--- src/rtl/iec_fmt_pkg.sv ---
package iec_fmt_pkg;

    localparam int WORD_W       = 32;
    localparam int AUDIO_W      = 24;
    localparam int MAX_CH       = 8;
    localparam int MIN_CH       = 2;
    localparam int BLOCK_FRAMES = 192;
    localparam int CS_BYTES     = 4;
    localparam int CHNUM_BYTE   = 2;
    localparam int CHNUM_LSB    = 4;
    localparam int CHNUM_W      = 4;

    typedef enum logic {
        FMT_PASS = 1'b0,
        FMT_PCM  = 1'b1
    } fmt_mode_e;

    // Output subframe layout, MSB first.
    typedef struct packed {
        logic [2:0]         spare;
        logic               blk;
        logic               par;
        logic               cs;
        logic               usr;
        logic               vld;
        logic [AUDIO_W-1:0] audio;
    } subframe_t;

    // Pass-through: shift down by four, preamble bit 3 becomes the block flag.
    function automatic subframe_t repack_pass(input logic [WORD_W-1:0] w);
        subframe_t s;
        s = subframe_t'({3'b000, w[3], w[WORD_W-1:4]});
        return s;
    endfunction

    // Even parity: returns 1 when the argument has an odd count of ones.
    function automatic logic even_par(input logic [AUDIO_W+2:0] v);
        return ^v;
    endfunction

endpackage

--- src/rtl/iec_cs_store.sv ---
module iec_cs_store #(
    parameter int N_BYTES  = iec_fmt_pkg::CS_BYTES,
    parameter int N_CH_MAX = iec_fmt_pkg::MAX_CH,
    parameter int N_FRAMES = iec_fmt_pkg::BLOCK_FRAMES,
    localparam int AW      = $clog2(N_BYTES),
    localparam int CHW     = $clog2(N_CH_MAX),
    localparam int FW      = $clog2(N_FRAMES),
    localparam int NBITS   = N_BYTES * 8,
    localparam int BW      = $clog2(NBITS)
) (
    input  logic           clk,
    input  logic           rst,
    input  logic           cfg_we,
    input  logic [AW-1:0]  cfg_addr,
    input  logic [7:0]     cfg_data,
    input  logic [FW-1:0]  frame,
    input  logic [CHW-1:0] chan,
    output logic           cs_bit
);
    import iec_fmt_pkg::*;

    localparam int CHNUM_POS = CHNUM_BYTE * 8 + CHNUM_LSB;

    logic [7:0]       cs_q [N_BYTES];
    logic [NBITS-1:0] flat;
    logic [NBITS-1:0] bits;
    logic [CHNUM_W-1:0] chnum;

    for (genvar b = 0; b < N_BYTES; b++) begin : g_byte
        always_ff @(posedge clk) begin
            if (rst)
                cs_q[b] <= '0;
            else if (cfg_we && cfg_addr == AW'(b))
                cs_q[b] <= cfg_data;
        end
        assign flat[b*8 +: 8] = cs_q[b];
    end

    // Channel number field is owned by hardware, one value per channel.
    always_comb begin
        chnum = CHNUM_W'(chan) + CHNUM_W'(1);
        bits  = flat;
        bits[CHNUM_POS +: CHNUM_W] = chnum;
    end

    // Frames past the stored bits carry zero.
    always_comb begin
        if (frame < FW'(NBITS))
            cs_bit = bits[frame[BW-1:0]];
        else
            cs_bit = 1'b0;
    end

endmodule

--- src/rtl/iec_seq_counter.sv ---
module iec_seq_counter #(
    parameter int N_CH_MAX = iec_fmt_pkg::MAX_CH,
    parameter int N_FRAMES = iec_fmt_pkg::BLOCK_FRAMES,
    localparam int CNT_W   = $clog2(N_CH_MAX + 1),
    localparam int CH_W    = $clog2(N_CH_MAX),
    localparam int FR_W    = $clog2(N_FRAMES)
) (
    input  logic             clk,
    input  logic             rst,
    input  logic             restart,
    input  logic             step,
    input  logic [CNT_W-1:0] count,
    output logic [FR_W-1:0]  cur_frame,
    output logic [CH_W-1:0]  cur_chan
);
    logic [FR_W-1:0] frame_q, base_f, next_f;
    logic [CH_W-1:0] chan_q, base_c, next_c;
    logic            wrap_c, wrap_f;

    always_comb begin
        base_f = restart ? '0 : frame_q;
        base_c = restart ? '0 : chan_q;
        wrap_c = (CNT_W'(base_c) == count - CNT_W'(1));
        wrap_f = (base_f == FR_W'(N_FRAMES - 1));
        next_f = base_f;
        next_c = base_c;
        if (step) begin
            if (wrap_c) begin
                next_c = '0;
                next_f = wrap_f ? '0 : base_f + FR_W'(1);
            end else begin
                next_c = base_c + CH_W'(1);
            end
        end
    end

    always_ff @(posedge clk) begin
        if (rst) begin
            frame_q <= '0;
            chan_q  <= '0;
        end else begin
            frame_q <= next_f;
            chan_q  <= next_c;
        end
    end

    assign cur_frame = base_f;
    assign cur_chan  = base_c;

endmodule

--- src/rtl/iec_word_build.sv ---
module iec_word_build
    import iec_fmt_pkg::*;
(
    input  fmt_mode_e         mode,
    input  logic [WORD_W-1:0] din,
    input  logic              cs_bit,
    input  logic              blk,
    output subframe_t         word
);
    subframe_t pcm_w;

    always_comb begin
        pcm_w       = '0;
        pcm_w.audio = din[AUDIO_W-1:0];
        pcm_w.vld   = 1'b0;
        pcm_w.usr   = 1'b0;
        pcm_w.cs    = cs_bit;
        pcm_w.blk   = blk;
        pcm_w.par   = even_par({pcm_w.cs, pcm_w.usr, pcm_w.vld, pcm_w.audio});
    end

    always_comb begin
        unique case (mode)
            FMT_PCM:  word = pcm_w;
            default:  word = repack_pass(din);
        endcase
    end

endmodule

--- src/rtl/iec_subframe_fmt.sv ---
module iec_subframe_fmt #(
    parameter int N_CH_MAX = iec_fmt_pkg::MAX_CH,
    parameter int N_CH_MIN = iec_fmt_pkg::MIN_CH,
    parameter int N_FRAMES = iec_fmt_pkg::BLOCK_FRAMES,
    parameter int N_BYTES  = iec_fmt_pkg::CS_BYTES
) (
    input  logic                            clk,
    input  logic                            rst,
    input  logic                            fmt_pcm,
    input  logic [$clog2(N_CH_MAX+1)-1:0]   chan_count,
    input  logic                            flush,
    input  logic                            cfg_we,
    input  logic [$clog2(N_BYTES)-1:0]      cfg_addr,
    input  logic [7:0]                      cfg_data,
    input  logic                            in_valid,
    output logic                            in_ready,
    input  logic [31:0]                     in_data,
    output logic                            out_valid,
    input  logic                            out_ready,
    output logic [31:0]                     out_data
);
    import iec_fmt_pkg::*;

    localparam int CNT_W = $clog2(N_CH_MAX + 1);
    localparam int CH_W  = $clog2(N_CH_MAX);
    localparam int FR_W  = $clog2(N_FRAMES);

    fmt_mode_e        mode, mode_q;
    logic [CNT_W-1:0] count_eff, count_q;
    logic             accept, restart, blk, cs_bit;
    logic [FR_W-1:0]  cur_frame;
    logic [CH_W-1:0]  cur_chan;
    subframe_t        word;

    assign mode     = fmt_mode_e'(fmt_pcm);
    assign in_ready = out_ready;
    assign accept   = in_valid & out_ready;

    always_comb begin
        if (chan_count < CNT_W'(N_CH_MIN))
            count_eff = CNT_W'(N_CH_MIN);
        else if (chan_count > CNT_W'(N_CH_MAX))
            count_eff = CNT_W'(N_CH_MAX);
        else
            count_eff = chan_count;
    end

    always_ff @(posedge clk) begin
        if (rst) begin
            mode_q  <= FMT_PASS;
            count_q <= CNT_W'(N_CH_MIN);
        end else begin
            mode_q  <= mode;
            count_q <= count_eff;
        end
    end

    assign restart = flush || (mode != mode_q) || (count_eff != count_q);

    iec_seq_counter #(
        .N_CH_MAX (N_CH_MAX),
        .N_FRAMES (N_FRAMES)
    ) u_seq (
        .clk       (clk),
        .rst       (rst),
        .restart   (restart),
        .step      (accept),
        .count     (count_eff),
        .cur_frame (cur_frame),
        .cur_chan  (cur_chan)
    );

    iec_cs_store #(
        .N_BYTES  (N_BYTES),
        .N_CH_MAX (N_CH_MAX),
        .N_FRAMES (N_FRAMES)
    ) u_cs (
        .clk      (clk),
        .rst      (rst),
        .cfg_we   (cfg_we),
        .cfg_addr (cfg_addr),
        .cfg_data (cfg_data),
        .frame    (cur_frame),
        .chan     (cur_chan),
        .cs_bit   (cs_bit)
    );

    assign blk = (mode == FMT_PCM) && (cur_frame == '0) && (cur_chan == '0);

    iec_word_build u_build (
        .mode   (mode),
        .din    (in_data),
        .cs_bit (cs_bit),
        .blk    (blk),
        .word   (word)
    );

    always_ff @(posedge clk) begin
        if (rst) begin
            out_valid <= 1'b0;
            out_data  <= '0;
        end else if (out_ready) begin
            out_valid <= in_valid;
            if (in_valid)
                out_data <= word;
        end
    end

endmodule

--- config.mk ---
export PLATFORM = sky130hd
export DESIGN_NAME = iec_subframe_fmt
export DESIGN_NICKNAME = d
export VERILOG_FILES = /design/src/rtl/iec_fmt_pkg.sv /design/src/rtl/iec_cs_store.sv /design/src/rtl/iec_seq_counter.sv /design/src/rtl/iec_word_build.sv /design/src/rtl/iec_subframe_fmt.sv
export SDC_FILE = /design/constraint.sdc
export NUM_CORES = 1
export LEC_CHECK = 0
export BUFFER_PORTS_ARGS = -buffer_cell sky130_fd_sc_hd__clkbuf_2
export CELL_PAD_IN_SITES_DETAIL_PLACEMENT = 0
export CELL_PAD_IN_SITES_GLOBAL_PLACEMENT = 1
export CORE_MARGIN = 4
export CORE_UTILIZATION = 35
export DETAILED_ROUTE_END_ITERATION = 16
export PLACE_DENSITY_LB_ADDON = 0.15
export SYNTH_ARGS = -nofsm -noshare
export SYNTH_HDL_FRONTEND = slang
export SYNTH_HIERARCHICAL = 1
export SYNTH_SLANG_ARGS = --single-unit
export TNS_END_PERCENT = 100
--- constraint.sdc ---
create_clock -name clk -period 6.15 [get_ports clk]
set_input_delay 0.3075 -clock clk [delete_from_list [all_inputs] [get_ports clk]]
set_output_delay 0.3075 -clock clk [all_outputs]
set_load 0.02 [all_outputs]
# After elaboration in Yosys (flattened, before gate mapping)
# Memory sizes are Yosys's and may differ from the RTL's.
# Index checks and enable logic that the tools add are counted.
# totals
mem_count	1
out_inout_bits	34
mem_bits_rw	32
word_cells	71
register_bits	49
inputBits	53
# memory_table
name	depth	word_bits	rd	rd_ports_with_merged_regs	wr	line_no	source
u_cs.cs_q	4	8	4	0	4	iec_cs_store.sv:24	logic [7:0] cs_q [N_BYTES];
# op_classes
n_bitwise	5
eq_ne	7
n_addsub	4
n_lt_le_gt_ge	4
muxes	31
reduce_logical	13
# op_table
cell	n
2-to-1 mux 8 bit	8
2-to-1 mux 29 bit	1
parity 27 bit	1
2-to-1 mux 1 bit	16
2-to-1 mux 3 bit	3
adder 8 x 1 -> 8 bit (second input constant)	1
equality test 8 bit (second input constant)	1
zero test 8 bit	1
< comparator 8 x 6 -> 1 bit (second input constant)	1
2-to-1 mux 4 bit	2
logical AND 1 bit	6
< comparator 5 x 6 -> 1 bit (second input constant)	1
binary-select mux 1 bit (select 5 bit)	1
adder 3 x 1 -> 4 bit (second input constant)	1
equality test 2 bit (second input constant)	2
equality test 3 x 4 -> 1 bit	1
> comparator 4 bit (second input constant)	1
< comparator 4 x 2 -> 1 bit (second input constant)	1
inequality test 4 bit	1
OR 1 bit	4
subtractor 4 x 1 -> 4 bit (second input constant)	1
adder 3 x 1 -> 3 bit (second input constant)	1
zero test 3 bit	1
equality test 2 x 1 -> 1 bit (second input constant)	1
5 further kinds	6

# Depth between registers and ports, before layout
# Gate-level depths: netlist of the first run.
# depth
depth_word	12
mapped_depth	18
ltp_nobuf	17

# Cells and area by module
# The synthesis of the first run kept the hierarchy.
# by_module_without_submodules
mod	cells_each	seq_area_each_um2	instances	area_each_um2
iec_cs_store	102	840.8	1	1435.1
iec_subframe_fmt	176	760.7	1	1397.6
iec_seq_counter	92	220.2	1	775.7
iec_word_build	58	0.0	1	586.8

# Least setup slack after synthesis of the first run
# No wires, ideal clock.
# synth_timing
kind	input -> register
from	input chan_count[2]
to	register out_data[27]
setup_ps	132
t_arrival_ps	3774
cell_stages	16
required_ps	6018
slack_ps	2244
n_path_buf	1
cell_sequence	or4b_1 > o22ai_1 > o2111ai_1 > buf_4 > nor2b_1 > ha_1 > a211o_2 > a311oi_2 > a211oi_2 > xnor2_1 > xnor2_1 > xnor2_2 > xnor3_1 > mux2_4 > nand2_1 > a21oi_1
# synth_lines
element	line_no	source
start, declared	iec_subframe_fmt.sv:10	input logic [$clog2(N_CH_MAX+1)-1:0] chan_count,
end signal, assigned	iec_subframe_fmt.sv:105	out_data <= word;
end, declared	iec_subframe_fmt.sv:20	output logic [31:0] out_data

==> results of run 1 <==
## where the power goes
group	switching (W)	internal (W)	leakage [nW]
combinational	0.0000963	0.0000936	1.19
sequential	0.0000117	0.000556	0.675
clock	0.000210	0.000355	0.153
total	0.000318	0.00100	2.01
## sequential cells by signal, indices dropped and copies added, names as in the netlist
name           count
u_cs/cs_q         28
count_q            4
u_seq/frame_q      8
mode_q             1
u_seq/chan_q       3
out_data          32
out_valid          1
## layout make-up
cell class	instances	area share, %
multi-input combinational	318	43.85
sequential	77	36.16
timing repair buffer	91	9.287
clock buffer	10	4.544
tap	143	3.551
clock inverter	6	1.713
inverter	12	0.8940
## worst max-delay path: stages (launching register included)
cell and delay [ps]:
dfxtp_1 370, or4b_1 450, o22ai_1 160, o2111ai_1 510
inv_1 220, nand2_1 100, inv_1 460, mux4_2 580
or2_0 210, a32oi_1 220, a211oi_2 140, xnor2_1 150
xnor2_1 250, xnor2_2 150, xnor3_1 320, mux2_4 260
nand2_1 50, a21oi_1 70
## cell usage after synthesis, drive strengths merged (5+ instances only)
cell type and count:
a21oi 37, and2 30, buf 13, clkbuf 10, dfxtp 49, edfxtp 28, inv 12, mux2 29
mux2i 5, mux4 5, nand2 75, nand2b 5, nand3 7, nor2 15, nor2b 13, nor3 8
o21ai 6, xnor2 22, xor2 7
## path summary, 6_finish.rpt
| path | startpoint | end | cells after the start |
|---|---|---|---|
| min reg2reg | out_data[29] | out_data[29] | 2 |
| min | out_ready | out_valid | 3 |
| max reg2reg | count_q[1] | out_data[27] | 17 |
| max | count_q[1] | out_data[27] | 17 |
## metal layers
| layer | GRT usage (%) | up-vias |
|---|---|---|
| li1 | - | 1657 |
| met1 | 20.32 | 1514 |
| met2 | 24.02 | 58 |
| met3 | 3.652 | 12 |
| met4 | 6.154 | 0 |
| met5 | 0 | - |
## per-stage QoR
| step | hold WS [ps] | setup slack, ps | cell area [sq um] | total power, W | util, % |
|---|---|---|---|---|---|
| floorplan | 376.6 | 2244 | 4203 | 0.0007096 | - |
| global placement | 443.0 | 1290 | 4723 | 0.0007691 | 40.84 |
| detailed placement | 447.0 | 1134 | 4723 | 0.0007696 | 40.84 |
| CTS | 250.6 | 1279 | 5039 | 0.001345 | 43.57 |
| global route | 282.4 | 960.3 | 5039 | 0.001384 | 43.57 |
| finish | 258.8 | 1323 | 5039 | 0.001323 | 43.57 |
## cells by family (layout without fill, tap and decap cells)
| logic type | count (synthesis) | after routing | share of synthesized area, % |
|---|---|---|---|
| DFF | 77 | 77 | 43.42 |
| xor gates and xnor gates | 31 | 31 | 7.486 |
| other | 1 | 3 | 0.08939 |
| muxes | 39 | 39 | 12.02 |
| AOI/OAI and AO/OA | 65 | 65 | 10.26 |
| and+or+nand+nor | 176 | 176 | 21.44 |
| buffers and inverters | 35 | 119 | 4.086 |
| adders and majority gates | 4 | 4 | 1.193 |
==> results.md, run 1 <==
* Routed len/inst at between 15 and 20 microns
* Post-synth top area cell: dfxtp_1
* Period utilisation layout at 78.50%
* Clock root cell: clkbuf_16
* EDFF count, synth at 28
* Worst Hold Class: primary input to register
* Largest net degree at the start of global routing at 52
* Vias in the first global route at approximately 3,200
* Asr flop ratio synth at 0%
* Gr ovfl total at 0
* Clock Path Buffers at 2
* Outcome: completed
* Peak supply drop at about 0.00013 V
* Final ANT Viol Nets at 0
* Flop-to-flop setup slack at between 1000 and 1500 ps
* Post-CTS Setup Inserts at 0
* Power Density at 262.6 nW/um^2
* WL met2 at a little under 5 mm
* Final non-filler cell total at around 660
* Layout cell share with drive strength beyond 1 at approximately 29%
* I/O pin cnt at 87
* Initial DRC count at around 140
* Yosys cell types at 66
* Met1 Wirelength at 4.969 mm
* Area Growth Syn to Fin at 20.10%
* Core footprint at ~12,000 sq um
* Arrival time at the worst endpoint at about 5000 ps
* CTS Buf Count at 9
* Clock-pin slew on the worst setup and hold paths at around 60 ps
* Max Slew Vio Count at 0
* Synthesis-stage register bit count at between 70 and 80
* Met3 WL at around 420 microns
* Mean Syn Cell Area at roughly 9.8 sq um
* Slew at the pin with the worst max-slew slack at 1065 ps
* Die ar. at approximately 14,000 sq um
* Cell Rows at 39
* Setup crit start kind: register
* Via count at around 3,200
* HPWL Detailed at 7.452 mm
* Top cells by area, synth: dfxtp_1 23%, edfxtp_1 20%, mux2_2 7.2%
* Post-route DRC violation count at 0
* Fmax at 207.1 MHz
* Setup TNS at 0 ps
* Final wirelength at 10.39 mm
* # diodes at 0
* CP Class: register to register
* CTS tree: built
* Routed vias/inst at approximately 4.9
* GRT Util Overall at ~15%
* Global-route wire length before repair at 16.95 mm
* Starting Density at a little over a third
* Die width at 117.5 microns
* Gpl congestion at just over 0.8
* Period minus WS final at a little under 5000 ps
* Worst Setup End Kind: register
* FF+latch area at 1822 sq um
* Mapped Cells at approximately 430
* Top_reg_cell synth: dfxtp_1
* H-tree levels at 3
* RSZ-0062 raised after global routing: no
* Yosys top cell area share at a little under a quarter
* First-pass DRT Iterations at 4
* CTS resizes at 0
* Layout fillers at 1,166
* Final hold violation count at 0
* Crit Path Max Fanout at 15
* CP Data Required Time at 6350 ps
* Commonest non-fill, non-tap cell in the layout: clkbuf_2
* Cells after DPL at between 600 and 700
* Setup violators final at 0
* Worst Skew at roughly 5.3 ps
* CTS Hold Bufs at 0
* Most frequent cells in the layout: 86 x clkbuf_2, 75 x nand2_1, 49 x dfxtp_1
* Initial antenna violation count at 0
* Synth warn at 6
* Port Buffer Count at between 80 and 90
* DIE HEIGHT at 117.5 microns
* Multi-input logic area at ~2200 sq um
* Synth Cell Area at approximately 4200 sq um
* Clk sinks at 77
* P_leak at between 2 and 2.5 nW
* Skew-Pair Late Insertion Delay at 340 ps
* Seq/Total Area, Yosys at ~43%
* Max-slew headroom at 28.92%
* Max-cap viol count at 0
* Nets at roughly 570
* Top Layer Used: met4
No activity file was read; power rests on OpenSTA's default activity.
==> run 2: changes to the inputs <==
Settings changed: ABC_AREA set to 1.
Clock period 6.15 ns to 4 ns, I/O delays scaled along.
==> run 2 against run 1 <==
Via count rose by 36%. Final cell count is 47% higher. Global-route usage about the same. Combinational power up 63%. Register-to-register slack worse by 520 ps. Sequential cell count stayed put. Wire length increased by 16%. Largest power group unchanged.
==> results.md, run 2 <==
* Post-synthesis simple-gate area fraction at a little under two fifths
* Worst Hold Class: primary input to register
* Post-CTS Setup Inserts at 0
* H-tree levels at 3
* Core footprint at about 13,000 sq um
* Synth Area in XOR/XNOR at 1.809%
* Clock-pin slew on the worst setup and hold paths at ~60 ps
* Slew at the pin with the worst max-slew slack at 565.9 ps
* Synth top cells by count: 252 x nand2_1, 96 x inv_1, 72 x nor2_1
* Critical path's slowest cell: dfxtp_1
* EDFF count, synth at 28
* Final hold slack at around 170 ps
* RSZ-0062 raised after global routing: no
* CP dominant cell by count: nand2_1
* Gpl congestion at about 0.81
* Reg with most FFs: out_data
* Area Growth Syn to Fin at 14.96%
* Period minus WS final at between 3000 and 4000 ps
* Nets at approximately 850
* WP buf/inv at 7
* P_leak at roughly 2.7 nW
* Mux cell area share after synthesis at 0%
* CTS Buf Count at 9
* Period utilisation layout at 79.94%
* Die ar. at 15,780 sq um
* Initial antenna violation count at 0
* Main combinational cell family by area after synthesis: simple AND/OR/NAND/NOR gates
* DIE HEIGHT at 125.6 microns
* Biggest cell delay along the critical path at approximately 300 ps
* Max-slew headroom at roughly 62%
* Top_reg_cell synth: dfxtp_1
* Crit Path Max Fanout at 19
* Synthesis-stage register bit count at 77
* Top cells by area, synth: dfxtp_1 20%, nand2_1 20%, edfxtp_1 17%
* Most frequent cells in the layout: 252 x nand2_1, 96 x inv_1, 86 x clkbuf_2
* Setup crit start kind: register
* Post-route DRC violation count at 0
* Complex-gate fraction of the synthesized area at 9.483%
* Via count at between 4,000 and 5,000
* Synth warn at 6
* Setup TNS at 0 ps
* I/O pin cnt at between 80 and 90
* Largest registers: out_data: 32 flops, u_cs/cs_q: 28 flops, u_seq/frame_q: 8 flops
* Die width at 125.6 microns
* Synth Cell Area at 4842 sq um
* Starting Density at between 30% and 40%
* Clock Path Buffers at 2
* Worst Setup End Kind: register
* Routed len/inst at between 10 and 15 microns
* GRT Util Overall at 15.33%
* Global-route wire length before repair at approximately 20 mm
* First-pass DRT Iterations at 5
* Yosys top cell area share at approximately 20%
* CTS Hold Bufs at 0
* Final ANT Viol Nets at 0
* Post-Synth Adder-Cell Area at under 10%
* Final hold violation count at 0
* Power Density at 344.9 nW/um^2
* CTS tree: built
* Worst Skew at around 12 ps
* # diodes at 0
* Peak supply drop at 0.0002638 V
* Outcome: completed
* Vias in the first global route at roughly 4,300
* Largest register FFs at 32
* Largest net degree at the start of global routing at 39
* Fmax at 312.7 MHz
* Gr ovfl total at 0
* Mean Syn Cell Area at between 6 and 7 sq um
* Max-cap viol count at 0
* Seq/Total Area, Yosys at between 30% and 40%
* Initial DRC count at 216
* Mapped Cells at ~710
* HPWL Detailed at 9.019 mm
* Tot Pwr at 0.001920 W
* Final wirelength at approximately 12 mm
* Skew-Pair Late Insertion Delay at between 300 and 400 ps
* Post-synth top area cell: dfxtp_1
* Asr flop ratio synth at 0%
* Yosys cell types at 31
* Clk sinks at 77
* Arrival time at the worst endpoint at roughly 3500 ps
* Layout cell share with drive strength beyond 1 at between 20 and 25%
* Cell family with most CP delay: simple AND/OR/NAND/NOR gates
* CTS resizes at 0
* Setup violators final at 0
* CP Class: register to register
* Clock root cell: clkbuf_16
* Commonest non-fill, non-tap cell in the layout: nand2_1
* Cell Rows at 42
* Top-count cell post-synth: nand2_1
* Routed vias/inst at ~4.5
* CP Data Required Time at between 4000 and 5000 ps
* Port Buffer Count at 86
* Max Slew Vio Count at 0
-- run 2: cell types whose count changed in the layout (fill, tap and decap cells not counted), moves of 29 or more --
cell,delta
and2_1,-29
a21oi_2,+29
nand2_2,+31
nand3_1,+36
nand2_1,+177
inv_1,+85
nor2_1,+57
-- run 2: through the flow --
stage | setup WS (ps) | utilization [%] | cell area [sq um] | std cells
floorplan | 1277 | - | 4850 | 716
global placement | 688.9 | 39.56 | 5301 | 953
detailed placement | 592.0 | 39.56 | 5301 | 953
CTS | 748.1 | 41.54 | 5567 | 969
global route | 299.6 | 41.54 | 5567 | 969
finish | 802.3 | 41.54 | 5567 | 969
-- run 2: tightest hold or removal path, stage by stage --
cell	delay, ps
clkbuf_2	80
inv_1	40
nor2_1	40
nand2_2	60
a21oi_2	40
-- run 2: routing by layer --
metal | up-vias | share of wire (%) | GRT usage [%]
met5 | - | 0 | 0
met4 | 0 | 1.2 | 4.783
met3 | 10 | 4.9 | 3.726
met2 | 113 | 45 | 24.45
met1 | 1930 | 49 | 20.59
li1 | 2348 | - | -
-- run 2: path summary, 6_finish.rpt --
| kind | from | endpoint | slack [ps] | depth (start not counted) |
|---|---|---|---|---|
| worst min-delay path | in_data[29] | out_data[25] | 170 | 5 |
| worst max-delay path | mode_q | out_data[27] | 800 | 29 |
| worst max register to register | mode_q | out_data[27] | 800 | 29 |
| worst min register to register | out_valid | out_valid | 470 | 2 |
-- run 2: layout make-up --
class / count / area [sq um]
Clock buffer: 10 / 229.0
Clock inverter: 6 / 36.28
Fill cell: 1479 / 7834
Inverter: 102 / 392.9
Multi-Input combinational cell: 508 / 2406
Sequential cell: 77 / 1822
Tap cell: 176 / 220.2
Timing Repair Buffer: 90 / 460.4
-- run 2: power breakdown --
group | internal, W | switching (W) | total [W]
registers | 0.000852 | 0.0000160 | 0.000868
clock network | 0.000418 | 0.000325 | 0.000743
logic | 0.000103 | 0.000205 | 0.000309
-- run 2: cell families after synthesis --
family                   count (synthesis)
adder cells (fa/ha/maj)                  4
flip-flops                              77
AND/OR/NAND/NOR                        421
AO/OA/AOI/OAI                           70
XOR/XNOR                                10
other                                    1
buffers and inverters                  131
